`config.mk`:
```
export PLATFORM = sky130hd
export DESIGN_NAME = atomic_rmw_unit
export DESIGN_NICKNAME = d
export VERILOG_FILES = /design/src/rtl/atomic_rmw_pkg.sv /design/src/rtl/atomic_rmw_decode.sv /design/src/rtl/atomic_rmw_alu.sv /design/src/rtl/atomic_rmw_fsm.sv /design/src/rtl/atomic_rmw_unit.sv
export SDC_FILE = /design/constraint.sdc
export NUM_CORES = 1
export LEC_CHECK = 0
export BUFFER_PORTS_ARGS = -buffer_cell sky130_fd_sc_hd__buf_2
export CAP_MARGIN = 20
export CORE_ASPECT_RATIO = 1.5
export CORE_UTILIZATION = 44
export DETAILED_ROUTE_END_ITERATION = 10
export PLACE_DENSITY = 0.67
export SYNTH_ARGS = -nofsm -noshare
export SYNTH_HDL_FRONTEND = slang
export SYNTH_HIERARCHICAL = 1
export SYNTH_SLANG_ARGS = --single-unit
```
`constraint.sdc`:
```
create_clock -name clk -period 10.8 [get_ports clk]
set_clock_uncertainty 0.15 [all_clocks]
set_input_delay 2.16 -clock clk [delete_from_list [all_inputs] [get_ports clk]]
set_output_delay 2.16 -clock clk [all_outputs]
set_load 0.03 [all_outputs]
```
`src/rtl/atomic_rmw_pkg.sv`:
```
package atomic_rmw_pkg;

  typedef enum logic [2:0] {
    AOP_ADD,
    AOP_OR,
    AOP_AND,
    AOP_XOR,
    AOP_XCHG,
    AOP_CMPX
  } aop_e;

  localparam logic [1:0] SZ_WORD  = 2'b00;
  localparam logic [1:0] SZ_DWORD = 2'b11;

  typedef struct packed {
    logic illegal;
    aop_e kind;
    logic fetch;
    logic narrow;
  } adec_t;

endpackage

```
`src/rtl/atomic_rmw_decode.sv`:
```
module atomic_rmw_decode
  import atomic_rmw_pkg::*;
(
  input  logic [7:0] op,
  input  logic [1:0] size,
  output adec_t      dec
);

  logic size_bad;

  assign size_bad = (size != SZ_WORD) && (size != SZ_DWORD);

  always_comb begin
    dec         = '0;
    dec.kind    = AOP_ADD;
    dec.fetch   = op[0];
    dec.narrow  = (size == SZ_WORD);
    dec.illegal = size_bad;
    unique case (op[7:1])
      7'h00: dec.kind = AOP_ADD;
      7'h20: dec.kind = AOP_OR;
      7'h28: dec.kind = AOP_AND;
      7'h50: dec.kind = AOP_XOR;
      7'h70: begin
        dec.kind = AOP_XCHG;
        if (!op[0]) dec.illegal = 1'b1;
      end
      7'h78: begin
        dec.kind = AOP_CMPX;
        if (!op[0]) dec.illegal = 1'b1;
      end
      default: dec.illegal = 1'b1;
    endcase
  end

endmodule

```
`src/rtl/atomic_rmw_alu.sv`:
```
module atomic_rmw_alu
  import atomic_rmw_pkg::*;
#(
  parameter int DATA_W = 64
) (
  input  adec_t              dec,
  input  logic [DATA_W-1:0]  old_val,
  input  logic [DATA_W-1:0]  src_val,
  input  logic [DATA_W-1:0]  r0_val,
  output logic [DATA_W-1:0]  store_val,
  output logic               do_write,
  output logic               src_we,
  output logic [DATA_W-1:0]  src_new,
  output logic               r0_we,
  output logic [DATA_W-1:0]  r0_new
);

  localparam int HALF_W = DATA_W / 2;

  logic [DATA_W-1:0] keep_mask;
  logic [DATA_W-1:0] old_m, src_m, r0_m, raw;

  // Lanes kept for the selected width: low half only in narrow mode.
  assign keep_mask = dec.narrow ? {{HALF_W{1'b0}}, {HALF_W{1'b1}}} : {DATA_W{1'b1}};
  assign old_m     = old_val & keep_mask;
  assign src_m     = src_val & keep_mask;
  assign r0_m      = r0_val  & keep_mask;

  always_comb begin
    unique case (dec.kind)
      AOP_ADD:  raw = old_m + src_m;
      AOP_OR:   raw = old_m | src_m;
      AOP_AND:  raw = old_m & src_m;
      AOP_XOR:  raw = old_m ^ src_m;
      AOP_XCHG: raw = src_m;
      AOP_CMPX: raw = src_m;
      default:  raw = old_m;
    endcase
  end

  assign store_val = raw & keep_mask;
  assign do_write  = (dec.kind != AOP_CMPX) || (old_m == r0_m);
  assign src_we    = dec.fetch && (dec.kind != AOP_CMPX);
  assign src_new   = old_m;
  assign r0_we     = (dec.kind == AOP_CMPX);
  assign r0_new    = old_m;

endmodule

```
`src/rtl/atomic_rmw_fsm.sv`:
```
module atomic_rmw_fsm (
  input  logic clk,
  input  logic rst_n,
  input  logic cmd_valid,
  input  logic cmd_illegal,
  input  logic mem_gnt,
  input  logic mem_rvalid,
  input  logic rsp_ready,
  output logic cmd_ready,
  output logic cmd_take,
  output logic mem_req,
  output logic mem_rd,
  output logic write_phase,
  output logic old_capture,
  output logic rsp_valid
);

  typedef enum logic [2:0] {
    ST_IDLE,
    ST_LOCK,
    ST_READ,
    ST_WAIT,
    ST_WRITE,
    ST_RESP
  } st_e;

  st_e state, state_nx;

  assign cmd_ready   = (state == ST_IDLE);
  assign cmd_take    = cmd_ready && cmd_valid;
  assign mem_req     = (state == ST_LOCK) || (state == ST_READ) ||
                       (state == ST_WAIT) || (state == ST_WRITE);
  assign mem_rd      = (state == ST_READ);
  assign write_phase = (state == ST_WRITE);
  assign old_capture = (state == ST_WAIT) && mem_rvalid;
  assign rsp_valid   = (state == ST_RESP);

  always_comb begin
    state_nx = state;
    unique case (state)
      ST_IDLE:  if (cmd_take) state_nx = cmd_illegal ? ST_RESP : ST_LOCK;
      ST_LOCK:  if (mem_gnt) state_nx = ST_READ;
      ST_READ:  state_nx = ST_WAIT;
      ST_WAIT:  if (mem_rvalid) state_nx = ST_WRITE;
      ST_WRITE: state_nx = ST_RESP;
      ST_RESP:  if (rsp_ready) state_nx = ST_IDLE;
      default:  state_nx = ST_IDLE;
    endcase
  end

  always_ff @(posedge clk) begin
    if (!rst_n) state <= ST_IDLE;
    else        state <= state_nx;
  end

endmodule

```
`src/rtl/atomic_rmw_unit.sv`:
```
module atomic_rmw_unit
  import atomic_rmw_pkg::*;
#(
  parameter int ADDR_W = 32,
  parameter int DATA_W = 64
) (
  input  logic                 clk,
  input  logic                 rst_n,
  input  logic                 cmd_valid,
  output logic                 cmd_ready,
  input  logic [ADDR_W-1:0]    cmd_addr,
  input  logic [DATA_W-1:0]    cmd_src,
  input  logic [DATA_W-1:0]    cmd_r0,
  input  logic [1:0]           cmd_size,
  input  logic [7:0]           cmd_op,
  output logic                 mem_req,
  input  logic                 mem_gnt,
  output logic                 mem_rd,
  output logic                 mem_wr,
  output logic [ADDR_W-1:0]    mem_addr,
  output logic [DATA_W-1:0]    mem_wdata,
  output logic [DATA_W/8-1:0]  mem_wbe,
  input  logic [DATA_W-1:0]    mem_rdata,
  input  logic                 mem_rvalid,
  output logic                 rsp_valid,
  input  logic                 rsp_ready,
  output logic                 rsp_illegal,
  output logic                 rsp_wrote,
  output logic [DATA_W-1:0]    rsp_store_val,
  output logic                 rsp_src_we,
  output logic [DATA_W-1:0]    rsp_src_val,
  output logic                 rsp_r0_we,
  output logic [DATA_W-1:0]    rsp_r0_val
);

  localparam int LANES = DATA_W / 8;

  adec_t             dec_in, q_dec;
  logic [ADDR_W-1:0] q_addr;
  logic [DATA_W-1:0] q_src, q_r0, q_old;
  logic              cmd_take, write_phase, old_capture;

  logic [DATA_W-1:0] alu_store, alu_src_new, alu_r0_new;
  logic              alu_do_write, alu_src_we, alu_r0_we;

  atomic_rmw_decode u_dec (
    .op   (cmd_op),
    .size (cmd_size),
    .dec  (dec_in)
  );

  atomic_rmw_fsm u_fsm (
    .clk         (clk),
    .rst_n       (rst_n),
    .cmd_valid   (cmd_valid),
    .cmd_illegal (dec_in.illegal),
    .mem_gnt     (mem_gnt),
    .mem_rvalid  (mem_rvalid),
    .rsp_ready   (rsp_ready),
    .cmd_ready   (cmd_ready),
    .cmd_take    (cmd_take),
    .mem_req     (mem_req),
    .mem_rd      (mem_rd),
    .write_phase (write_phase),
    .old_capture (old_capture),
    .rsp_valid   (rsp_valid)
  );

  atomic_rmw_alu #(.DATA_W(DATA_W)) u_alu (
    .dec       (q_dec),
    .old_val   (q_old),
    .src_val   (q_src),
    .r0_val    (q_r0),
    .store_val (alu_store),
    .do_write  (alu_do_write),
    .src_we    (alu_src_we),
    .src_new   (alu_src_new),
    .r0_we     (alu_r0_we),
    .r0_new    (alu_r0_new)
  );

  // Command capture and old-value capture.
  always_ff @(posedge clk) begin
    if (!rst_n) begin
      q_dec  <= '0;
      q_addr <= '0;
      q_src  <= '0;
      q_r0   <= '0;
      q_old  <= '0;
    end else begin
      if (cmd_take) begin
        q_dec  <= dec_in;
        q_addr <= cmd_addr;
        q_src  <= cmd_src;
        q_r0   <= cmd_r0;
      end
      if (old_capture) q_old <= mem_rdata;
    end
  end

  // Response registers: loaded at the write step, or at once for a rejected command.
  always_ff @(posedge clk) begin
    if (!rst_n) begin
      rsp_illegal   <= 1'b0;
      rsp_wrote     <= 1'b0;
      rsp_store_val <= '0;
      rsp_src_we    <= 1'b0;
      rsp_src_val   <= '0;
      rsp_r0_we     <= 1'b0;
      rsp_r0_val    <= '0;
    end else if (cmd_take && dec_in.illegal) begin
      rsp_illegal   <= 1'b1;
      rsp_wrote     <= 1'b0;
      rsp_store_val <= '0;
      rsp_src_we    <= 1'b0;
      rsp_src_val   <= '0;
      rsp_r0_we     <= 1'b0;
      rsp_r0_val    <= '0;
    end else if (write_phase) begin
      rsp_illegal   <= 1'b0;
      rsp_wrote     <= alu_do_write;
      rsp_store_val <= alu_store;
      rsp_src_we    <= alu_src_we;
      rsp_src_val   <= alu_src_new;
      rsp_r0_we     <= alu_r0_we;
      rsp_r0_val    <= alu_r0_new;
    end
  end

  assign mem_wr    = write_phase && alu_do_write;
  assign mem_addr  = q_addr;
  assign mem_wdata = alu_store;

  // Byte lanes: narrow operations touch only the lower half of the word.
  for (genvar g = 0; g < LANES; g++) begin : g_lane
    assign mem_wbe[g] = !q_dec.narrow || (g < LANES / 2);
  end

endmodule

```
; ---- Word-level counts from Yosys, hierarchy flattened
; Cells that the tools add are included.
[word_totals]
register_bits = 364
latch_bits = 0
ramBits = 0
mem_bits_ro = 0
out_inout_bits = 305
word_cells = 80
memories = 0
[op_classes]
n_addsub = 1
mul = 0
div_mod_pow = 0
n_lt_le_gt_ge = 0
n_eq_ne = 22
shifts = 0
mux = 13
n_bitwise = 8
n_reduce_logical = 22
[ops]
columns = op, n
row1 = 64-bit AND, 5
row2 = 64-bit one-hot mux with 5 select lines, 1
row3 = 64-bit adder, 1
row4 = 64-bit == test, 1
row5 = 64-bit 2-to-1 mux, 1
row6 = 64-bit OR, 1
row7 = 64-bit XOR, 1
row8 = 7-bit == test (second input constant), 3
row9 = 3-bit one-hot mux with 6 select lines, 1
row10 = 3-bit 2-to-1 mux, 5
row11 = 3-bit one-hot mux with 5 select lines, 1
row12 = 7-bit by 6-bit == test with 1-bit output (second input constant), 2
row13 = 3-bit by 2-bit == test with 1-bit output (second input constant), 4
row14 = 3-bit == test (second input constant), 4
row15 = 2-bit != test (second input constant), 4
row16 = 7-bit logical NOT, 1
row17 = 3-bit by 1-bit == test with 1-bit output (second input constant), 2
row18 = 1-bit logical AND, 6
row19 = 3-bit logical NOT, 2
row20 = 2-bit OR reduction, 3
row21 = 1-bit logical OR, 4
row22 = 4-bit AND reduction, 1
row23 = 2-bit nonzero test, 2
row24 = 4-bit OR reduction, 1
row25 = other kinds (7), 9

; ---- Depth between registers and ports, before layout
[depth]
word_depth = 7
depth_mapped = 19
depth_no_buf = 16

; ---- Modules after synthesis
; The synthesis kept the hierarchy.
[modules_own_cells]
columns = mod, instances, cells_per_inst, area_per_inst_um2
row1 = atomic_rmw_unit, 1, 1385, 15761.4
row2 = atomic_rmw_alu, 1, 1512, 9705.6
row3 = atomic_rmw_fsm, 1, 30, 219.0
row4 = atomic_rmw_decode, 1, 19, 131.4

; ---- Worst setup path after synthesis
; No wires, ideal clock.
[synth_timing]
kind = register to output
startpoint = register q_dec[0] in the netlist's numbering
endpoint = output port mem_wdata[63]
arrival_time_ns = 3.851
t_required_ns = 8.490
path_slack_ns = 4.639
path_stages_with_launch = 17
path_buffers = 4
cell_sequence = dfxtp_1 -> buf_4 -> buf_4 -> buf_2 -> buf_1 -> nor2b_1 -> inv_1 -> ha_1 -> a32o_1 -> a221o_1 -> a311o_1 -> o21ai_2 -> a31o_2 -> o31ai_2 -> a311oi_2 -> xor2_1 -> o22ai_1
[synth_via]
elab_chain_cells = 5
[synth_lines]
columns = item, line
row1 = "start, declared", atomic_rmw_unit.sv:38  ; adec_t dec_in, q_dec;
row2 = "start signal, assigned", atomic_rmw_unit.sv:92  ; q_dec <= dec_in;
row3 = 64-bit 2-to-1 mux, atomic_rmw_alu.sv:24  ; assign keep_mask = dec.narrow ? {{HALF_W{1'b0}}, {HALF_W{1'b1}}} : {DATA_W{1'b1}};
row4 = 64-bit AND, atomic_rmw_alu.sv:25  ; assign old_m = old_val & keep_mask;
row5 = via alu_r0_new[32], atomic_rmw_unit.sv:43  ; logic [DATA_W-1:0] alu_store, alu_src_new, alu_r0_new;
row6 = 64-bit adder, atomic_rmw_alu.sv:31  ; AOP_ADD: raw = old_m + src_m;
row7 = 64-bit one-hot mux with 5 select lines, atomic_rmw_alu.sv:30  ; unique case (dec.kind)
row8 = 64-bit AND, atomic_rmw_alu.sv:41  ; assign store_val = raw & keep_mask;
row9 = "end, declared", atomic_rmw_unit.sv:21  ; output logic [DATA_W-1:0] mem_wdata,
; The timed path passes the listed nets, and every way through them passes these cells.

; ---- Final worst setup path
[layout_timing]
startpoint = register q_old[0]
endpoint = output port mem_wdata[62]
[layout_via]
elab_chain_cells = 4
[layout_lines]
columns = item, line
row1 = "start, declared", atomic_rmw_unit.sv:40  ; logic [DATA_W-1:0] q_src, q_r0, q_old;
row2 = "start signal, assigned", atomic_rmw_unit.sv:97  ; if (old_capture) q_old <= mem_rdata;
row3 = 64-bit AND, atomic_rmw_alu.sv:25
row4 = 64-bit adder, atomic_rmw_alu.sv:31
row5 = 64-bit one-hot mux with 5 select lines, atomic_rmw_alu.sv:30
row6 = 64-bit AND, atomic_rmw_alu.sv:41
; No other way between the ends.

==> results.py <==
metrics = {
    "timing": {
        "tns_ns": 0,
        "tightest_slew_ns": 1.04,
        "period_share_pct": 68.1,
        "slew-limit-headroom_pct": 30.4,
        "drv_slew": 0,
        "layout_min_cycle_time_ns": 7.36,
        "finalSetupViolations": 0,
        "max_freq_mhz": 136,
        "rsz0062_at_grt": "false",
        "finalHoldViolations": 0,
        "whs_ns": 0.324,
    },
    "setup_path": {
        "cp.required_ns": 8.49,
        "startpoint_type": "register",
        "path_cells": "ha_1, inv_1, fa_1, and2b_1, o2111ai_1, a2111oi_1, o31ai_1, o31a_2, o211ai_4, a311oi_2, xnor2_1, a221oi_1, a21oi_1, buf_2",
        "worstPathArrival_ns": 5.05,
        "crit_type": "reg -> out",
        "slowest_stage": "a2111oi_1",
        "slowest_delay_ns": 0.69,
        "critical_path.max_fanout": 7,
        "end_kind": "primary output",
    },
    "clock_network": {
        "clk-insertion-delay-late_ns": 0.58,
        "hold_buffers": 0,
        "cts_resized": 0,
        "cts.htree.levels": 2,
        "cts.sinks": 428,
        "tritoncts": "done",
        "cts_buffers": 42,
        "clk_pin_slew_ns": 0.06,
        "cts_root_buf": "clkbuf_16",
        "cts_buffer_depth": 3,
        "postCtsSetupRepairBufs": 0,
    },
    "floorplanning": {
        "die_h_um": 298,
        "num_rows": 108,
        "die_area_mm2": 0.0596,
        "start_util_pct": 44.6,
        "die_width_um": 200,
        "ioPinCount": 545,
        "core-area_mm2": 0.0578,
    },
    "drt": {
        "postRouteAntennaNets": 0,
        "drt-total-wl_mm": 82.4,
        "drtPass1Iterations": 5,
        "met2_length_mm": 42.7,
        "vias": 21500,
        "drc": 0,
        "met3WireLength_mm": 3.87,
        "drt-wirelength-per-cell_um": 20.4,
        "m1WireLength_mm": 32.6,
        "avgViaCountPerCell": 5.32,
        "drtIter0Drc": 1088,
        "top_layer": "met5",
    },
    "status": {
        "outcome": "complete, no violations",
    },
    "cells_and_area": {
        "syn_to_final_growth_pct": 13.2,
        "nets": 3578,
        "instances_no_fill": 4040,
        "drive_above_1_share_pct": 21.2,
        "utilization_pct": 50.4,
    },
    "power": {
        "p_clk_share_pct": 38.3,
        "switching_power_w": 0.00120,
        "ir_drop_mv": 0.162,
        "p_int_w": 0.00286,
        "leakage_nw": 12.2,
        "p_per_area_mw_per_mm2": 139,
        "switching_share_pct": 29.6,
        "combPwrFrac_pct": 19.7,
        "p_seq_share_pct": 42.1,
    },
    "place": {
        "gp_congestion": 0.897,
        "dp_cells": 3963,
        "port_buffers": 540,
        "hpwl_mm": 60.8,
    },
    "global_route": {
        "grt_usage_pct": 26.7,
        "antenna_found_initial": 9,
        "grt_start_max_net_pins": 129,
        "grt_pass1_wl_mm": 122,
        "grt_pass1_vias": 20700,
        "grt_overflow_total": 0,
    },
    "run": {
        "maxCapViolCount": 0,
    },
    "min_path": {
        "hold_path.class": "reg -> reg",
    },
    "synthesis": {
        "syn_inst": 2943,
        "synth_area_mm2": 0.0258,
        "yosysWarnings": 6,
        "synth.avg_cell_area_um2": 8.76,
    },
}
## path summary, 6_finish.rpt
check             slack, ns                 to  cells past startpoint         from
setup / recovery       3.44      mem_wdata[62]                     14     q_old[0]
hold reg to reg        0.32        rsp_illegal                      2  rsp_illegal
hold / removal         0.32        rsp_illegal                      2  rsp_illegal
setup reg to reg       6.12  rsp_store_val[62]                     15     q_old[0]
## flip-flops by register name, summed over array words and instances, names as in the netlist
name,cells
q_old,64
rsp_illegal,1
q_src,64
u_fsm/state,3
mem_addr,32
rsp_store_val,64
q_dec,5
rsp_wrote,1
rsp_src_we,1
rsp_r0_val,64
rsp_src_val,64
rsp_r0_we,1
q_r0,64
## stage by stage
step | power, W | setup slack [ns] | instance area (µm²)
after floorplan | 0.00235 | 4.64 | 25800
after global placement | 0.00253 | 4.19 | 27700
after detailed placement | 0.00254 | 4.15 | 27700
after CTS | 0.00410 | 3.51 | 29200
after global routing | 0.00423 | 3.22 | 29200
final | 0.00406 | 3.44 | 29200
## layout make-up
| class | count | area, µm² |
|---|---|---|
| fill | 5730 | 28700 |
| multi-input combinational | 2077 | 14800 |
| sequential | 428 | 8580 |
| timing repair buffer | 563 | 2890 |
| clock buffer | 59 | 1210 |
| tap | 770 | 963 |
| inverter | 125 | 472 |
| clock inverter | 15 | 214 |
| antenna | 3 | 7.51 |
## layer usage
metal	vias up	track usage [%]
met4	4	11.0
met2	659	49.2
met1	10100	30.0
met3	146	3.94
li1	10600	-
met5	-	0
## critical path, delay by kind of cell (launching register included)
family / cells / cell delay (ns)
AO/OA/AOI/OAI: 8 / 2.60
buffers and inverters: 2 / 0.35
flip-flops: 1 / 0.48
XOR/XNOR: 1 / 0.16
adder cells (fa/ha/maj): 2 / 0.63
AND/OR/NAND/NOR: 1 / 0.24
## cells in the final DEF (no fill, tap or decap), types with 5 or more instances in the layout
cell type / n
o221ai_1: 15
clkbuf_8: 7
nand2b_1: 5
o21a_1: 7
a21oi_1: 156
a211oi_1: 20
nand3_1: 23
nor2_1: 297
mux2i_1: 471
o31ai_1: 7
dfxtp_1: 424
a22oi_1: 5
buf_2: 539
xnor2_1: 82
clkinv_2: 6
nor2_4: 11
or3_1: 5
o21bai_1: 9
nand2_1: 175
clkbuf_1: 9
nand4_1: 23
nor4_1: 13
ha_1: 100
buf_4: 22
a31oi_1: 16
nor3_1: 21
inv_1: 121
bufinv_16: 5
a21o_1: 21
o22ai_1: 36
o211ai_1: 19
xor2_1: 56
a221oi_1: 23
o21ai_0: 98
clkbuf_16: 43
nor2b_1: 253
## power by group through the flow
stage	logic, W	registers [W]	clock network [W]
floorplan	0.000595	0.00175	0
global placement	0.000794	0.00174	0
detailed placement	0.000799	0.00174	0
CTS	0.000802	0.00171	0.00159
global route	0.000859	0.00172	0.00165
finish	0.000799	0.00171	0.00155
(Power assumes the default switching activity.)
